[config.mk]
export PLATFORM = sky130hd
export DESIGN_NAME = burst_cycle_unit
export DESIGN_NICKNAME = d
export VERILOG_FILES = /design/src/rtl/bcu_pkg.sv /design/src/rtl/bcu_ctrl.sv /design/src/rtl/bcu_dpath.sv /design/src/rtl/burst_cycle_unit.sv
export SDC_FILE = /design/constraint.sdc
export NUM_CORES = 1
export LEC_CHECK = 0
export ABC_AREA = 1
export BUFFER_PORTS_ARGS = -buffer_cell sky130_fd_sc_hd__buf_2
export CAP_MARGIN = 20
export CORE_MARGIN = 3
export CORE_UTILIZATION = 43
export CTS_CLUSTER_DIAMETER = 120
export DETAILED_ROUTE_END_ITERATION = 6
export PLACE_DENSITY_LB_ADDON = 0.15
export SKIP_LAST_GASP = 1
export SLEW_MARGIN = 0
export SYNTH_ARGS = -nofsm -noshare
export SYNTH_HDL_FRONTEND = slang
export SYNTH_SLANG_ARGS = --single-unit
[constraint.sdc]
create_clock -name clk -period 1.3 [get_ports clk]
set_input_delay 0.195 -clock clk [delete_from_list [all_inputs] [get_ports clk]]
set_output_delay 0.195 -clock clk [all_outputs]
set_load 0.01 [all_outputs]
[src/rtl/bcu_pkg.sv]
package bcu_pkg;
  typedef enum logic [1:0] {
    OP_IDLE  = 2'b00,
    OP_READ  = 2'b01,
    OP_WRITE = 2'b10
  } cycOp_t;

  typedef struct packed {
    logic load;  // capture external address, clear count
    logic step;  // advance burst count
  } seqStrobe_t;
endpackage

[src/rtl/bcu_ctrl.sv]
module bcu_ctrl
  import bcu_pkg::*;
#(
  parameter int LANES     = 2,
  parameter int LANE_DATA = 8
) (
  input  logic                           clk,
  input  logic                           rstN,
  input  logic                           chipSelAN,
  input  logic                           chipSelB,
  input  logic                           chipSelCN,
  input  logic                           procStartN,
  input  logic                           ctrlStartN,
  input  logic                           advanceN,
  input  logic                           globalWrN,
  input  logic                           byteWrEnN,
  input  logic [LANES-1:0]               laneWrN,
  output seqStrobe_t                     strb,
  output logic [1:0]                     cycleOp,
  output logic [LANES-1:0]               laneMask,
  output logic [LANES*(LANE_DATA+1)-1:0] bitMask
);
  localparam int DATA_BITS = LANES * LANE_DATA;

  logic             selOk;
  logic             procHit;
  logic [LANES-1:0] wrLanes;
  cycOp_t           opNext;
  logic [LANES-1:0] maskNext;
  cycOp_t           opReg;
  logic [LANES-1:0] maskReg;

  assign selOk   = !chipSelAN && chipSelB && !chipSelCN;
  assign procHit = !procStartN && !chipSelAN;

  always_comb begin
    if (!globalWrN)      wrLanes = '1;
    else if (!byteWrEnN) wrLanes = ~laneWrN;
    else                 wrLanes = '0;
  end

  always_comb begin
    strb     = '0;
    opNext   = OP_IDLE;
    maskNext = '0;
    if (procHit) begin
      if (selOk) begin
        strb.load = 1'b1;
        opNext    = OP_READ;
      end
    end else if (!ctrlStartN) begin
      if (selOk) begin
        strb.load = 1'b1;
        maskNext  = wrLanes;
        opNext    = (|wrLanes) ? OP_WRITE : OP_READ;
      end
    end else begin
      strb.step = !advanceN;
      maskNext  = wrLanes;
      opNext    = (|wrLanes) ? OP_WRITE : OP_READ;
    end
  end

  always_ff @(posedge clk or negedge rstN) begin
    if (!rstN) begin
      opReg   <= OP_IDLE;
      maskReg <= '0;
    end else begin
      opReg   <= opNext;
      maskReg <= maskNext;
    end
  end

  assign cycleOp  = opReg;
  assign laneMask = maskReg;

  for (genvar l = 0; l < LANES; l++) begin : g_lane
    assign bitMask[l*LANE_DATA +: LANE_DATA] = {LANE_DATA{maskReg[l]}};
    assign bitMask[DATA_BITS + l]            = maskReg[l];
  end


  proc_read_chk: assert property (@(posedge clk) disable iff (!rstN)
    (!procStartN && !chipSelAN && chipSelB && !chipSelCN)
      |=> (cycleOp == OP_READ && laneMask == '0));


  masked_desel_chk: assert property (@(posedge clk) disable iff (!rstN)
    (chipSelAN && !ctrlStartN) |=> (cycleOp == OP_IDLE && laneMask == '0));


  mask_only_write_chk: assert property (@(posedge clk) disable iff (!rstN)
    (cycleOp != OP_WRITE) |-> (laneMask == '0));
endmodule

[src/rtl/bcu_dpath.sv]
module bcu_dpath
  import bcu_pkg::*;
#(
  parameter int ADDR_W = 18,
  parameter int CNT_W  = 2
) (
  input  logic              clk,
  input  logic              rstN,
  input  seqStrobe_t        strb,
  input  logic [ADDR_W-1:0] addrIn,
  input  logic              orderSel,
  output logic [ADDR_W-1:0] memAddr
);
  localparam int HI_W = ADDR_W - CNT_W;

  logic [HI_W-1:0]  baseHi;
  logic [CNT_W-1:0] startLo;
  logic [CNT_W-1:0] cnt;
  logic             orderReg;
  logic [CNT_W-1:0] lowBits;

  always_ff @(posedge clk or negedge rstN) begin
    if (!rstN) begin
      baseHi   <= '0;
      startLo  <= '0;
      cnt      <= '0;
      orderReg <= 1'b1;
    end else if (strb.load) begin
      baseHi   <= addrIn[ADDR_W-1:CNT_W];
      startLo  <= addrIn[CNT_W-1:0];
      cnt      <= '0;
      orderReg <= orderSel;
    end else if (strb.step) begin
      cnt <= cnt + 1'b1;
    end
  end

  assign lowBits = orderReg ? (startLo ^ cnt) : CNT_W'(startLo + cnt);
  assign memAddr = {baseHi, lowBits};


  load_addr_chk: assert property (@(posedge clk) disable iff (!rstN)
    strb.load |=> (memAddr == $past(addrIn)));


  hold_addr_chk: assert property (@(posedge clk) disable iff (!rstN)
    (!strb.load && !strb.step) |=> $stable(memAddr));


  upper_stable_chk: assert property (@(posedge clk) disable iff (!rstN)
    !strb.load |=> $stable(memAddr[ADDR_W-1:CNT_W]));


  count_step_chk: assert property (@(posedge clk) disable iff (!rstN)
    (strb.step && !strb.load) |=> (cnt == CNT_W'($past(cnt) + 1'b1)));
endmodule

[src/rtl/burst_cycle_unit.sv]
module burst_cycle_unit
  import bcu_pkg::*;
#(
  parameter int ADDR_W    = 18,
  parameter int CNT_W     = 2,
  parameter int LANES     = 2,
  parameter int LANE_DATA = 8
) (
  input  logic                           clk,
  input  logic                           rstN,
  input  logic [ADDR_W-1:0]              addrIn,
  input  logic                           chipSelAN,
  input  logic                           chipSelB,
  input  logic                           chipSelCN,
  input  logic                           procStartN,
  input  logic                           ctrlStartN,
  input  logic                           advanceN,
  input  logic                           orderSel,
  input  logic                           globalWrN,
  input  logic                           byteWrEnN,
  input  logic [LANES-1:0]               laneWrN,
  output logic [1:0]                     cycleOp,
  output logic [ADDR_W-1:0]              memAddr,
  output logic [LANES-1:0]               laneMask,
  output logic [LANES*(LANE_DATA+1)-1:0] bitMask
);
  seqStrobe_t strb;

  bcu_ctrl #(.LANES(LANES), .LANE_DATA(LANE_DATA)) u_ctrl (
    .clk(clk), .rstN(rstN),
    .chipSelAN(chipSelAN), .chipSelB(chipSelB), .chipSelCN(chipSelCN),
    .procStartN(procStartN), .ctrlStartN(ctrlStartN), .advanceN(advanceN),
    .globalWrN(globalWrN), .byteWrEnN(byteWrEnN), .laneWrN(laneWrN),
    .strb(strb), .cycleOp(cycleOp), .laneMask(laneMask), .bitMask(bitMask)
  );

  bcu_dpath #(.ADDR_W(ADDR_W), .CNT_W(CNT_W)) u_dpath (
    .clk(clk), .rstN(rstN), .strb(strb),
    .addrIn(addrIn), .orderSel(orderSel), .memAddr(memAddr)
  );
endmodule

; ---- Word-level counts from Yosys, hierarchy flattened
; Index checks and enable logic that the tools add are counted.
; W data, S select, Z words.
[totals]
output_inout_bits = 40
register_bits = 25
in_bits = 31
wordCells = 37
[op_classes]
bitwise = 2
n_mux = 18
n_addsub = 2
reduce_logical = 9
[op_table]
columns = op, n
row1 = $mux W2, 12
row2 = $mux W1, 6
row3 = $logic_not A1 Y1, 4
row4 = $logic_and A1 B1 Y1, 3
row5 = $add A2 B1 Y2 const B, 1
row6 = $add A2 B2 Y2, 1
row7 = $not A2 Y2, 1
row8 = $reduce_bool A2 Y1, 1
row9 = $reduce_or A2 Y1, 1
row10 = $xor A2 B2 Y2, 1

; ---- Depth between registers and ports, before layout
; Gate-level depths: netlist (run 1).
[depth]
word_depth = 8
depth_mapped = 6
ltp_nobuf = 6

; ---- Modules after synthesis
; Synthesis (run 1) repeated with hierarchy kept, for this count alone.
[hier_totals]
cells_unflattened = 146
area_unflattened_um2 = 1199.9
[modules_own_cells]
columns = module, area_per_inst_um2, seq_area_each_um2, cells_each, n_inst
row1 = bcu_dpath, 853.3, 526.8, 102, 1
row2 = bcu_ctrl, 346.6, 100.1, 44, 1

; ---- Worst setup path before layout (run 1)
; Ideal clock, no wire load.
[synth_timing]
kind = reg-to-output
start = reg u_dpath.cnt[0]
end = out memAddr[1]
path_buffers = 0
path_slack_ps = 253
arrival_ps = 852
required_time_ps = 1105
path_stages_with_launch = 7
cell_sequence = dfrtp_1 -> ha_1 -> inv_1 -> nor2_1 -> nand2_1 -> nand2_1 -> inv_1
[synth_between]
elab_chain_len = 2
[synth_rtl]
columns = element, line
row1 = start: declaration, bcu_dpath.sv:18  ; logic [CNT_W-1:0] cnt;
row2 = start signal: assignment, bcu_dpath.sv:34  ; cnt <= cnt + 1'b1;
row3 = $add A2 B2 Y2, bcu_dpath.sv:38  ; assign lowBits = orderReg ? (startLo ^ cnt) : CNT_W'(startLo + cnt);
row4 = $mux W2, bcu_dpath.sv:38
row5 = end: declaration, burst_cycle_unit.sv:23  ; output logic [ADDR_W-1:0] memAddr,
; No other way between the ends.

; ---- Worst setup path after layout (run 1)
; Same ends and word-level chain as after synthesis.

==> results of run 1 <==
==> registers in the layout (all words and copies together), names as in the netlist <==
register,cells
u_dpath.baseHi,16
u_dpath.startLo,2
u_dpath.orderReg,1
u_ctrl.laneMask,2
u_dpath.cnt,2
u_ctrl.cycleOp,2
==> per-layer routing <==
| metal | GRT usage, % | wire [um] |
|---|---|---|
| met5 | 0 | 0 |
| met4 | 2.91 | 0 |
| met3 | 3.05 | 240 |
| met2 | 26.0 | 1190 |
| met1 | 17.7 | 972 |
==> stage by stage <==
step                      instance area, um^2  setup TNS, ns
after floorplan                          1210              0
after global placement                   1450              0
after detailed placement                 1450              0
after CTS                                1510         -0.219
after global routing                     1520         -0.369
final                                    1520         -0.226
==> final timing paths <==
| check | endpoint | slack (ns) | cells after the start |
|---|---|---|---|
| max | memAddr[1] | -0.16 | 6 |
| min | u_dpath.baseHi[7] | 0.06 | 3 |
| max reg2reg | u_dpath.cnt[1] | 0.25 | 5 |
| min reg2reg | u_dpath.baseHi[15] | 0.49 | 2 |
| max in group asynchronous | u_dpath.orderReg | 0.55 | 2 |
| min in group asynchronous | u_dpath.startLo[0] | 0.38 | 2 |
==> kinds of logic after synthesis <==
logic type,share of synthesized area (%)
and+or+nand+nor,28.6
buffers and inverters,15.8
AOI/OAI and AO/OA,0.824
adders and majority gates,1.03
xor gates and xnor gates,2.16
DFF,51.6
==> power breakdown <==
part           leakage, nW  internal, mW  switching [mW]  total [mW]
combinational        0.611         0.293           0.320       0.612
clock               0.0139         0.117           0.229       0.346
sequential           0.312         0.915          0.0929        1.01
==> worst max-delay path, stage by stage (launching register included) <==
cell     delay [ns]
dfrtp_1        0.40
ha_2           0.18
inv_2          0.04
o21ai_1        0.12
nand2_1        0.07
inv_1          0.04
buf_2          0.11
==> Yosys cell counts (all sizes together) <==
library cell,instances,area share [%]
and3,1,0.52
xnor2,1,0.72
buf,21,13
nor2,11,4.0
dfstp,1,2.2
o21ai,2,0.82
inv,8,2.7
dfrtp,24,49
nand2,68,21
xor2,2,1.4
nand3,5,3.1
ha,1,1.0
==> repair_timing <==
| item | 4_1_cts | 5_1_grt |
|---|---|---|
| hold buffers | 1 | 0 |
| pin swaps | 2 | 1 |
| resized for setup | 4 | 1 |
| endpoints found under the setup margin | 2 | 2 |
| endpoints found under the hold margin | 24 | 0 |
| setup buffers | 1 | 1 |
==> final cells by class <==
| cell class | count | area (um^2) | area share (%) |
|---|---|---|---|
| inverter | 8 | 32.5 | 2.14 |
| tap | 30 | 37.5 | 2.47 |
| sequential | 25 | 627 | 41.3 |
| clock buffer | 3 | 22.5 | 1.48 |
| multi-input combinational | 91 | 402 | 26.5 |
| clock inverter | 1 | 7.51 | 0.495 |
| timing repair buffer | 74 | 389 | 25.6 |
==> run metrics, run 1 <==
GP Congestion=0.722; Syn Nets=177; area grow syn2layout=24.9%; worst-margin pin slew=0.546 ns; vias per inst=4.42; Clock Path Buffers=2; share of cells above drive strength 1=41.6%; core area=2590 um^2; first-pass GRT wire length=3910 um; Final min period=1.46 ns; dpl ws=0.131 ns; Placed Cells=225; Yosys cell types=17; Setup crit end kind=output port; PwrDens=1300 nW/um^2; Setup CP Type=reg -> out; Lkg Pwr=0.937 nW; Util after Layout=58.6%; run status=finished with violations; Die Y=59.2 um; clk_skew=0.000678 ns; H-Tree Depth=1; largest net degree at the start of global routing=26; Period Utilization, post-route=113%; synthesized area=1210 um^2; routed vias=1,025; die width=59.2 um; total global routing overflow=0; unrepaired setup endpoints after global routing=true; fmax=683 MHz; pins over their slew limit=0; Final Setup Violations=2; IO buf count=70; YS warnings=0; Worst Hold Class=in -> reg; final worst slack=-0.164 ns; Final Power=1.97 mW; hold_sp=addrIn[9]; Worst EP required=1.11 ns; Detail Placement HPWL=1850 um; DR WL/cell=10.4 um; Mean Syn Cell Area=8.38 um^2; failing checks=setup timing; number of global-route vias before repair=935; Final nets=235; IO Pins=71; sequential element share of the synthesized area=51.6%; CTS tree=done; most common cell after layout, fill and taps aside=buf_2; clock latency at the later pin of the worst-skew pair=0.31 ns; #FFs+latches synth=25; commonest cells after routing, fill and taps aside=69 x buf_2, 68 x nand2_1, 24 x dfrtp_1, 9 x nor2_1, 6 x inv_1; DRC=0; Non-Filler Instances=232; Crit Path Max Fanout=2; Total Wirelength=2400 um; diode count=0; Num CTS Buffers=3; normalized max-slew margin=63.6%; Peak VDD IR=0.000833 V; clock slew at reported path FFs=0.14 ns; Reg-to-Reg Start=u_dpath.cnt[0]; initial antenna violation count=0; crit start category=flop; post-synthesis instance total=145; cell row count=18; fillcell total=243; GRT Total Usage=14.4%; max-cap violations=0; Root Buffer=clkbuf_4; die area=3500 um^2; DR pass1 iterations=4; hold_ws=0.0649 ns; clock sink count=25; initial core utilization=46.9%; Final Hold Fails=0; worst endpoint data arrival time=1.27 ns; initial DRC count=20; antenna-violating nets left=0; Worst Setup SP=u_dpath.cnt[0]
No activity file was read; power rests on OpenSTA's default activity.
==> run 2, diff against run 1 <==
- CORE_MARGIN: 3 -> 5
==> run metrics, run 2 (synthesis results as in run 1) <==
Period Utilization, post-route=113%; Root Buffer=clkbuf_4; Worst EP required=1.11 ns; die width=63.2 um; final worst slack=-0.167 ns; area grow syn2layout=24.2%; clock sink count=25; initial core utilization=44.4%; Clock Path Buffers=2; dpl ws=0.143 ns; cell mode on critical path=nand2_1; Worst Hold Class=in -> reg; most common cell after layout, fill and taps aside=buf_2; crit start category=flop; die area=3990 um^2; IO buf count=70; largest net degree at the start of global routing=26; Final nets=233; Peak VDD IR=0.000864 V; clock latency at the later pin of the worst-skew pair=0.31 ns; number of global-route vias before repair=1,053; fillcell total=277; PwrDens=1300 nW/um^2; WP buf/inv=3; GP Congestion=0.685; first-pass GRT wire length=4330 um; Num CTS Buffers=3; Final Hold Fails=0; clock slew at reported path FFs=0.13 ns; Setup CP Type=reg -> out; unrepaired setup endpoints after global routing=true; CP delay by family, top=flip-flops; CTS tree=done; H-Tree Depth=1; max-cap violations=0; commonest cells after routing, fill and taps aside=69 x buf_2, 68 x nand2_1, 23 x dfrtp_1, 10 x nor2_1, 6 x inv_1; clk_skew=0.000216 ns; worst endpoint data arrival time=1.27 ns; diode count=0; initial antenna violation count=0; run status=finished with violations; Final Setup Violations=2; GRT Total Usage=13.1%; fmax=682 MHz; Final min period=1.47 ns; crit-path cells=ha_4, inv_2, nor2_1, nand2_1, nand2_1, inv_1, buf_2; antenna-violating nets left=0; worst-margin pin slew=0.543 ns; core area=2730 um^2; normalized max-slew margin=63.8%; Crit Path Max Fanout=4; Setup crit end kind=output port; Detail Placement HPWL=1990 um; Setup TNS=-0.206 ns; Total Wirelength=2550 um; register with the most flip-flops=u_dpath.baseHi; slowest CP cell=dfrtp_2; cell row count=19; vias per inst=4.48; IO Pins=71; max reg flops=16; initial DRC count=10; Lkg Pwr=0.929 nW; routed vias=1,035; failing checks=setup timing; share of cells above drive strength 1=40.5%; DR pass1 iterations=3; Max stage delay on crit path=0.47 ns; DRC=0; DR WL/cell=11.0 um; pins over their slew limit=0; total global routing overflow=0; Die Y=63.2 um
[run 2: where the power goes]
group | total, mW | internal, mW | leakage [nW] | switching [mW]
clock | 0.347 | 0.120 | 0.0150 | 0.227
sequential | 1.02 | 0.917 | 0.311 | 0.0999
combinational | 0.593 | 0.282 | 0.603 | 0.311
total | 1.96 | 1.32 | 0.929 | 0.637
[run 2: tightest hold or removal path, delay by kind of cell]
family / cells / cell delay, ns
buffers and inverters: 1 / 0.10
AND/OR/NAND/NOR: 2 / 0.09
[run 2: layer usage]
| metal | routed length (um) | track usage [%] |
|---|---|---|
| met5 | 0 | 0 |
| met1 | 893 | 13.8 |
| met4 | 29 | 4.77 |
| met3 | 260 | 3.02 |
| met2 | 1370 | 24.7 |
[run 2: through the flow]
| step | instance area (um^2) | power, mW | utilization, % | cells | hold WS, ns |
|---|---|---|---|---|---|
| after floorplan | 1210 | 1.38 | - | 145 | -0.101 |
| after global placement | 1450 | 1.58 | 53.1 | 226 | 0.207 |
| after detailed placement | 1450 | 1.60 | 53.1 | 226 | 0.217 |
| after CTS | 1510 | 1.99 | 55.1 | 231 | 0.0463 |
| after global routing | 1510 | 2.11 | 55.2 | 231 | 0.0538 |
| final | 1510 | 1.96 | 55.2 | 231 | 0.0599 |
[run 2: final timing paths]
kind,from,to,slack [ns],cells past startpoint
worst max-delay path,u_dpath.cnt[0],memAddr[1],-0.17,7
worst min-delay path,orderSel,u_dpath.orderReg,0.06,3
worst max register to register,u_dpath.cnt[0],u_dpath.cnt[1],0.45,3
worst min register to register,u_dpath.orderReg,u_dpath.orderReg,0.49,2
max in group asynchronous,rstN,u_dpath.cnt[0],0.52,2
min in group asynchronous,rstN,u_dpath.baseHi[11],0.39,2
[run 2: final cells by class]
| cell class | instances | area (um^2) | share of cell area, % |
|---|---|---|---|
| clock buffer | 4 | 26.3 | 1.74 |
| sequential | 25 | 628 | 41.6 |
| inverter | 8 | 32.5 | 2.16 |
| multi-input combinational | 91 | 409 | 27.1 |
| timing repair buffer | 72 | 374 | 24.8 |
| tap | 31 | 38.8 | 2.57 |
[run 2: timing repair]
action | CTS | global route
pin swaps | 1 | 2
endpoints found under the setup margin | 2 | 2
hold buffers | 1 | 0
resized for setup | 4 | 2
hold endpoints to repair | 24 | 0
buffers inserted | 0 | 0
gates cloned | 0 | 0
